===== src/rtl/irq_pkg.sv =====
package irq_pkg;
  localparam int unsigned NUM_SRC   = 8;
  localparam int unsigned NUM_CODED = 7;
  localparam int unsigned CODE_W    = $clog2(NUM_CODED + 1);
  localparam int unsigned BIT_ERR   = 0;
  localparam int unsigned BIT_WAKE  = 1;
  localparam int unsigned BIT_MERR  = 7;
  typedef logic [NUM_SRC-1:0] src_vec_t;
  typedef enum logic {SEL_EN = 1'b0, SEL_FLAG = 1'b1} reg_sel_e;
endpackage


===== src/rtl/irq_flag_bank.sv =====
module irq_flag_bank
  import irq_pkg::*;
#(
  parameter int unsigned W = NUM_SRC
) (
  input  logic         clk_i,
  input  logic         rst_ni,
  input  logic [W-1:0] set_i,
  input  logic [W-1:0] cond_i,
  input  logic [W-1:0] mask_i,
  input  logic [W-1:0] data_i,
  output logic [W-1:0] flag_o
);
  logic [W-1:0] flag_q, flag_d;

  for (genvar i = 0; i < W; i++) begin : g_bit
    // set wins; held flags survive a host clear
    assign flag_d[i] = set_i[i] |
                       (mask_i[i] ? (data_i[i] | (flag_q[i] & cond_i[i])) : flag_q[i]);
  end

  always_ff @(posedge clk_i or negedge rst_ni) begin
    if (!rst_ni) flag_q <= '0;
    else         flag_q <= flag_d;
  end

  assign flag_o = flag_q;

  AST_SET_WINS: assert property (@(posedge clk_i) disable iff (!rst_ni)
    1'b1 |=> ((flag_q & $past(set_i)) == $past(set_i)));

  AST_HOLD_COND: assert property (@(posedge clk_i) disable iff (!rst_ni)
    1'b1 |=> ((flag_q & $past(flag_q & cond_i)) == $past(flag_q & cond_i)));

  AST_UNMASKED_STABLE: assert property (@(posedge clk_i) disable iff (!rst_ni)
    1'b1 |=> (((flag_q ^ $past(flag_q)) & ~$past(mask_i | set_i)) == '0));
endmodule


===== src/rtl/irq_prio_enc.sv =====
module irq_prio_enc
  import irq_pkg::*;
#(
  parameter int unsigned N  = NUM_CODED,
  parameter int unsigned CW = CODE_W
) (
  input  logic [N-1:0]  pend_i,
  output logic [CW-1:0] code_o
);
  always_comb begin
    code_o = '0;
    // scan high to low so the lowest index wins
    for (int i = N - 1; i >= 0; i--) begin
      if (pend_i[i]) code_o = CW'(i + 1);
    end
  end
endmodule


===== src/rtl/irq_flag_ctrl.sv =====
module irq_flag_ctrl
  import irq_pkg::*;
(
  input  logic                clk_i,
  input  logic                rst_ni,
  input  logic [NUM_SRC-1:0]  evt_i,
  input  logic [NUM_SRC-1:0]  cond_i,
  input  logic                sleep_i,
  input  logic                wr_i,
  input  logic                wr_sel_i,
  input  logic [NUM_SRC-1:0]  wr_data_i,
  input  logic                bm_i,
  input  logic                bm_sel_i,
  input  logic [NUM_SRC-1:0]  bm_mask_i,
  input  logic [NUM_SRC-1:0]  bm_data_i,
  output logic                irq_no,
  output logic [CODE_W-1:0]   icode_o,
  output logic [NUM_SRC-1:0]  en_o,
  output logic [NUM_SRC-1:0]  flag_o,
  output logic                wake_req_o
);
  src_vec_t en_q, flag_q, hw_set, pend;
  src_vec_t en_mask, en_data, fl_mask, fl_data;

  // full write overrides bit-modify
  always_comb begin
    en_mask = '0; en_data = '0; fl_mask = '0; fl_data = '0;
    if (wr_i) begin
      if (reg_sel_e'(wr_sel_i) == SEL_FLAG) begin fl_mask = '1; fl_data = wr_data_i; end
      else                                  begin en_mask = '1; en_data = wr_data_i; end
    end else if (bm_i) begin
      if (reg_sel_e'(bm_sel_i) == SEL_FLAG) begin fl_mask = bm_mask_i; fl_data = bm_data_i; end
      else                                  begin en_mask = bm_mask_i; en_data = bm_data_i; end
    end
  end

  always_ff @(posedge clk_i or negedge rst_ni) begin
    if (!rst_ni) en_q <= '0;
    else         en_q <= (en_q & ~en_mask) | (en_data & en_mask);
  end

  always_comb begin
    hw_set           = evt_i;
    hw_set[BIT_WAKE] = evt_i[BIT_WAKE] & sleep_i & en_q[BIT_WAKE];
  end

  irq_flag_bank #(.W(NUM_SRC)) u_bank (
    .clk_i  (clk_i),
    .rst_ni (rst_ni),
    .set_i  (hw_set),
    .cond_i (cond_i),
    .mask_i (fl_mask),
    .data_i (fl_data),
    .flag_o (flag_q)
  );

  assign pend = flag_q & en_q;

  irq_prio_enc #(.N(NUM_CODED), .CW(CODE_W)) u_enc (
    .pend_i (pend[NUM_CODED-1:0]),
    .code_o (icode_o)
  );

  assign irq_no     = ~|pend;
  assign en_o       = en_q;
  assign flag_o     = flag_q;
  assign wake_req_o = sleep_i & pend[BIT_WAKE];

  AST_CODE_IMPLIES_IRQ: assert property (@(posedge clk_i) disable iff (!rst_ni)
    (icode_o != '0) |-> !irq_no);

  AST_MERR_NOT_CODED: assert property (@(posedge clk_i) disable iff (!rst_ni)
    ((flag_q & en_q) == src_vec_t'(1 << BIT_MERR)) |-> (icode_o == '0 && !irq_no));

  AST_WAKE_GATE: assert property (@(posedge clk_i) disable iff (!rst_ni)
    $rose(flag_q[BIT_WAKE]) |->
      $past(sleep_i && en_q[BIT_WAKE]) || $past(fl_mask[BIT_WAKE] && fl_data[BIT_WAKE]));

  AST_WAKE_REQ_SLEEP: assert property (@(posedge clk_i) disable iff (!rst_ni)
    wake_req_o |-> sleep_i && flag_q[BIT_WAKE]);
endmodule


===== config.mk =====
export PLATFORM = sky130hd
export DESIGN_NAME = irq_flag_ctrl
export DESIGN_NICKNAME = d
export VERILOG_FILES = /design/src/rtl/irq_pkg.sv /design/src/rtl/irq_flag_bank.sv /design/src/rtl/irq_prio_enc.sv /design/src/rtl/irq_flag_ctrl.sv
export SDC_FILE = /design/constraint.sdc
export NUM_CORES = 1
export LEC_CHECK = 0
export ABC_AREA = 1
export BUFFER_PORTS_ARGS = -buffer_cell sky130_fd_sc_hd__buf_2
export CAP_MARGIN = 40
export CORE_MARGIN = 1.5
export CORE_UTILIZATION = 50
export CTS_CLUSTER_DIAMETER = 150
export DETAILED_ROUTE_END_ITERATION = 12
export PLACE_DENSITY = 0.85
export SYNTH_ARGS = -nofsm -noshare
export SYNTH_HDL_FRONTEND = slang
export SYNTH_HIERARCHICAL = 1
export SYNTH_SLANG_ARGS = --single-unit

===== constraint.sdc =====
create_clock -name clk_i -period 3.2 [get_ports clk_i]
set_input_delay 0.96 -clock clk_i [delete_from_list [all_inputs] [get_ports clk_i]]
set_output_delay 0.96 -clock clk_i [all_outputs]
set_load 0.02 [all_outputs]

Word-level counts from Yosys, hierarchy flattened
Cells that the tools add are included.
{"block": "word_totals", "reg_bits": 16, "out_inout_bits": 21}
{"block": "classes", "muxes": 31, "n_bitwise": 32, "n_reduce_logical": 2}
{"cell": "two-way mux 8 bit", "n": 16}
{"cell": "AND 8 bit", "n": 3}
{"cell": "two-way mux 3 bit", "n": 7}
{"cell": "OR 1 bit", "n": 16}
{"cell": "AND 1 bit", "n": 11}
{"cell": "two-way mux 1 bit", "n": 8}
{"cell": "inverter 8 bit", "n": 1}
{"cell": "OR 8 bit", "n": 1}
{"cell": "OR reduction 8 bit", "n": 1}
{"cell": "zero test 1 bit", "n": 1}

Logic depth before layout (Yosys ltp)
{"block": "depth", "ltp_word": 8, "ltp_mapped": 7, "ltp_nobuf": 7}

By module
Netlist, hierarchy kept.
{"mod": "irq_flag_ctrl", "instances": 1, "cells_per_inst": 160, "area_each_um2": 1019.7, "seq_area_each_um2": 200.2}
{"mod": "irq_flag_bank", "instances": 1, "cells_per_inst": 48, "area_each_um2": 360.3, "seq_area_each_um2": 200.2}
{"mod": "irq_prio_enc", "instances": 1, "cells_per_inst": 18, "area_each_um2": 82.6, "seq_area_each_um2": 0.0}

Least setup slack after synthesis
No wires, ideal clock.
{"block": "synth_path", "kind": "input to output", "startpoint": "input port sleep_i", "endpoint": "output port wake_req_o", "t_arrival_ns": 1.285, "slack_ns": 0.955, "stages": 2, "path_cell_list": "inv_1 nor2_1"}
{"block": "synth_via", "elab_chain_len": 1}
{"item": "start, declared", "line_no": "irq_flag_ctrl.sv:8", "text": "input logic sleep_i,"}
{"item": "AND 1 bit", "line_no": "irq_flag_ctrl.sv:67", "text": "assign wake_req_o = sleep_i & pend[BIT_WAKE];"}
{"item": "end, declared", "line_no": "irq_flag_ctrl.sv:20", "text": "output logic wake_req_o"}
Every way passes these cells.

==> impl_metrics.toml <==
[critical_path]
crit_fanout = 3
worst-path-buf-inv = 2
crit_type = "register to output pin"
critical_path.most_common_cell = "nand2_1"
r2r_setup_slack_ns = 2.41
path_cells = "nand2_1 -> inv_1 -> nor2_2 -> nand2_1 -> a21oi_1 -> buf_2"
crit_required_ns = 2.24
rr_endpoint = "u_bank/flag_o[1]"
arrival_ns = 1.39
cpPeakStageDelay_ns = 0.41
critPathTopFamily = "flip-flops"
crit_path_end_kind = "output pin"
reg2reg_depth = 4
cpMaxStageDelayCell = "dfrtp_1"
worstSetupStartpointType = "register"

[yosys]
synthTopCellsByArea = "dfrtp_1 (27%), nand2_1 (18%), inv_1 (11%)"
syn_avg_cell_area_um2 = 6.47
syn_area_mm2 = 0.00146
synth-edff-count = 0
ys_types = 22
synth_area_leader_cell = "dfrtp_1"
yosys_warnings = 6
synth-seq-cells = 16
async_flop_share_pct = 100
yosys.cell_count.top_type = "nand2_1"
synthTopCellsByCount = "nand2_1 (69), inv_1 (43), nor2_1 (28)"
synth_fp_nets = 273
synthCells = 226
synth_seq_area_share_pct = 27.4
synthFlopType = "dfrtp_1"
synth_top_area_share_pct = 27.4

[layout]
multi_input_comb_area_um2 = 792
num-nets-final = 338
regArea_um2 = 400
syn2layout_area_growth_pct = 21.6
final_cells = 320
layout-drive-gt1-share_pct = 31.8
num_antenna_cells = 0
fillCellCount = 271

[grt]
grt_max_degree = 30
grtUsageTotal_pct = 21.5
grt_pass1_wl_um = 5580
gr-total-overflow = 0
antenna_found_initial = 0
grt_pass1_vias = 1380

[floorplan]
die_h_um = 57.1
start_util_pct = 53.0
ios = 68
coreArea_mm2 = 0.00276
fp.dieW_um = 57.1
die_area_mm2 = 0.00326
rows = 19

[clock_network]
clockBufferDepth = 2
cts_setup_buffers = 0
clk_pin_slew_ns = 0.10
clock_latency_ns = 0.28
ctsResizeCount = 0
cts_made_buffers = 3
clock_sinks = 16
cts_tree = "yes"
htreeDepth = 1
hold_buffers = 0
root_buffer = "clkbuf_4"

[sta]
tns_ns = 0
worstMarginPinSlew_ns = 0.611
finalHoldViolations = 0
max_freq_mhz = 426
fin_crit_ns = 2.35
rsz0062_at_grt = "no"
slew_headroom_pct = 59.3
finalSetupViolCount = 0
fin_skew_ns = 0.000127
slew_violations = 0
finalCritPeriodShare_pct = 73.4

[detailed_routing]
vias_per_cell = 4.88
first_pass_iters = 4
wl_per_cell_um = 10.5
ant_nets = 0
vias = 1561
totalWireLength_um = 3370
drc = 0
drt-initial-drc-count = 67

[outcome]
status = "finished clean"

[place]
hpwl_um = 2600
dp.cells = 317
port_buffers = 67
gp_congestion = 0.839

[power]
p_per_area_mw_per_mm2 = 348
p_leak_uw = 0.00107
irDropWorstVdd_uv = 287

[worst_hold_path]
hold_path_end = "u_bank/flag_o[2]"
holdPathStages = 2
hp-class = "register to register"
min_from = "u_bank/flag_o[2]"

[run]
maxCapViolCount = 0
## metrics by stage
stage / total power [µW] / worst slack (ns) / hold slack, ns / area, µm² / util (%)
2_1_floorplan: 430 / 0.955 / 0.599 / 1460 / -
3_3_place_gp: 508 / 0.928 / 0.484 / 1760 / 63.7
3_5_place_dp: 513 / 0.921 / 0.486 / 1760 / 63.7
4_1_cts: 621 / 0.835 / 0.508 / 1780 / 64.5
5_1_grt: 663 / 0.738 / 0.530 / 1780 / 64.5
6_report: 619 / 0.852 / 0.503 / 1780 / 64.5
## layout by cell type (no fill, tap or decap)
master    netlist  routed
inv_4           1       1
nand3_2         1       1
o31ai_4         1       1
nand2_2         2       2
nand2_1        69      69
nor2_1         28      28
nor2_4          1       1
o31ai_2         9       9
dfrtp_1        16      16
nor2_2          1       1
nor2_8          1       1
inv_1          43      43
clkbuf_4        0       3
nand4_1         2       2
nand3_1        22      22
inv_2           2       2
a21oi_1        11      11
buf_4           1       2
buf_2           1      67
nand2_4         1       1
o31ai_1         6       6
## layer usage
layer | GRT usage, % | up-vias | wire (µm)
met5 | 0 | - | 0
met4 | 9.30 | 0 | 45
met3 | 1.36 | 6 | 184
met2 | 36.9 | 62 | 1610
met1 | 27.9 | 667 | 1540
li1 | - | 826 | -
## worst max path at each step
stage                     startpoint         end  slack (ns)  cells past startpoint
floorplan                    sleep_i  wake_req_o        0.96                      2
global placement             sleep_i  wake_req_o        0.93                      4
detailed placement           sleep_i  wake_req_o        0.92                      4
CTS                         register  icode_o[2]        0.84                      6
global route        u_bank/flag_o[0]  icode_o[2]        0.74                      6
finish                      register  icode_o[2]        0.85                      6
## power breakdown
part	internal (µW)	switching, µW	leakage [µW]
combinational	97.6	172	0.000880
sequential	224	16.6	0.000179
clock	43.8	65.6	0.0000138
## worst register-to-register path, delay by kind of cell (launching register included)
family	cells	cell delay (ns)
and+or+nand+nor	3	0.17
DFF	1	0.41
AOI/OAI and AO/OA	1	0.10
## area by class of cell
| class | count | area share (%) |
|---|---|---|
| inverter | 46 | 9.85 |
| sequential | 16 | 22.5 |
| clock buffer | 3 | 1.27 |
| tap | 31 | 2.18 |
| multi-input combinational | 155 | 44.5 |
| timing repair buffer | 69 | 19.7 |
## kinds of logic after synthesis
| group | Yosys count | share of synthesized area, % |
|---|---|---|
| buffers and inverters | 55 | 18.5 |
| and+or+nand+nor | 128 | 38.2 |
| DFF | 16 | 27.4 |
| AOI/OAI and AO/OA | 27 | 16.0 |
Power figures use the tool's default switching activity.
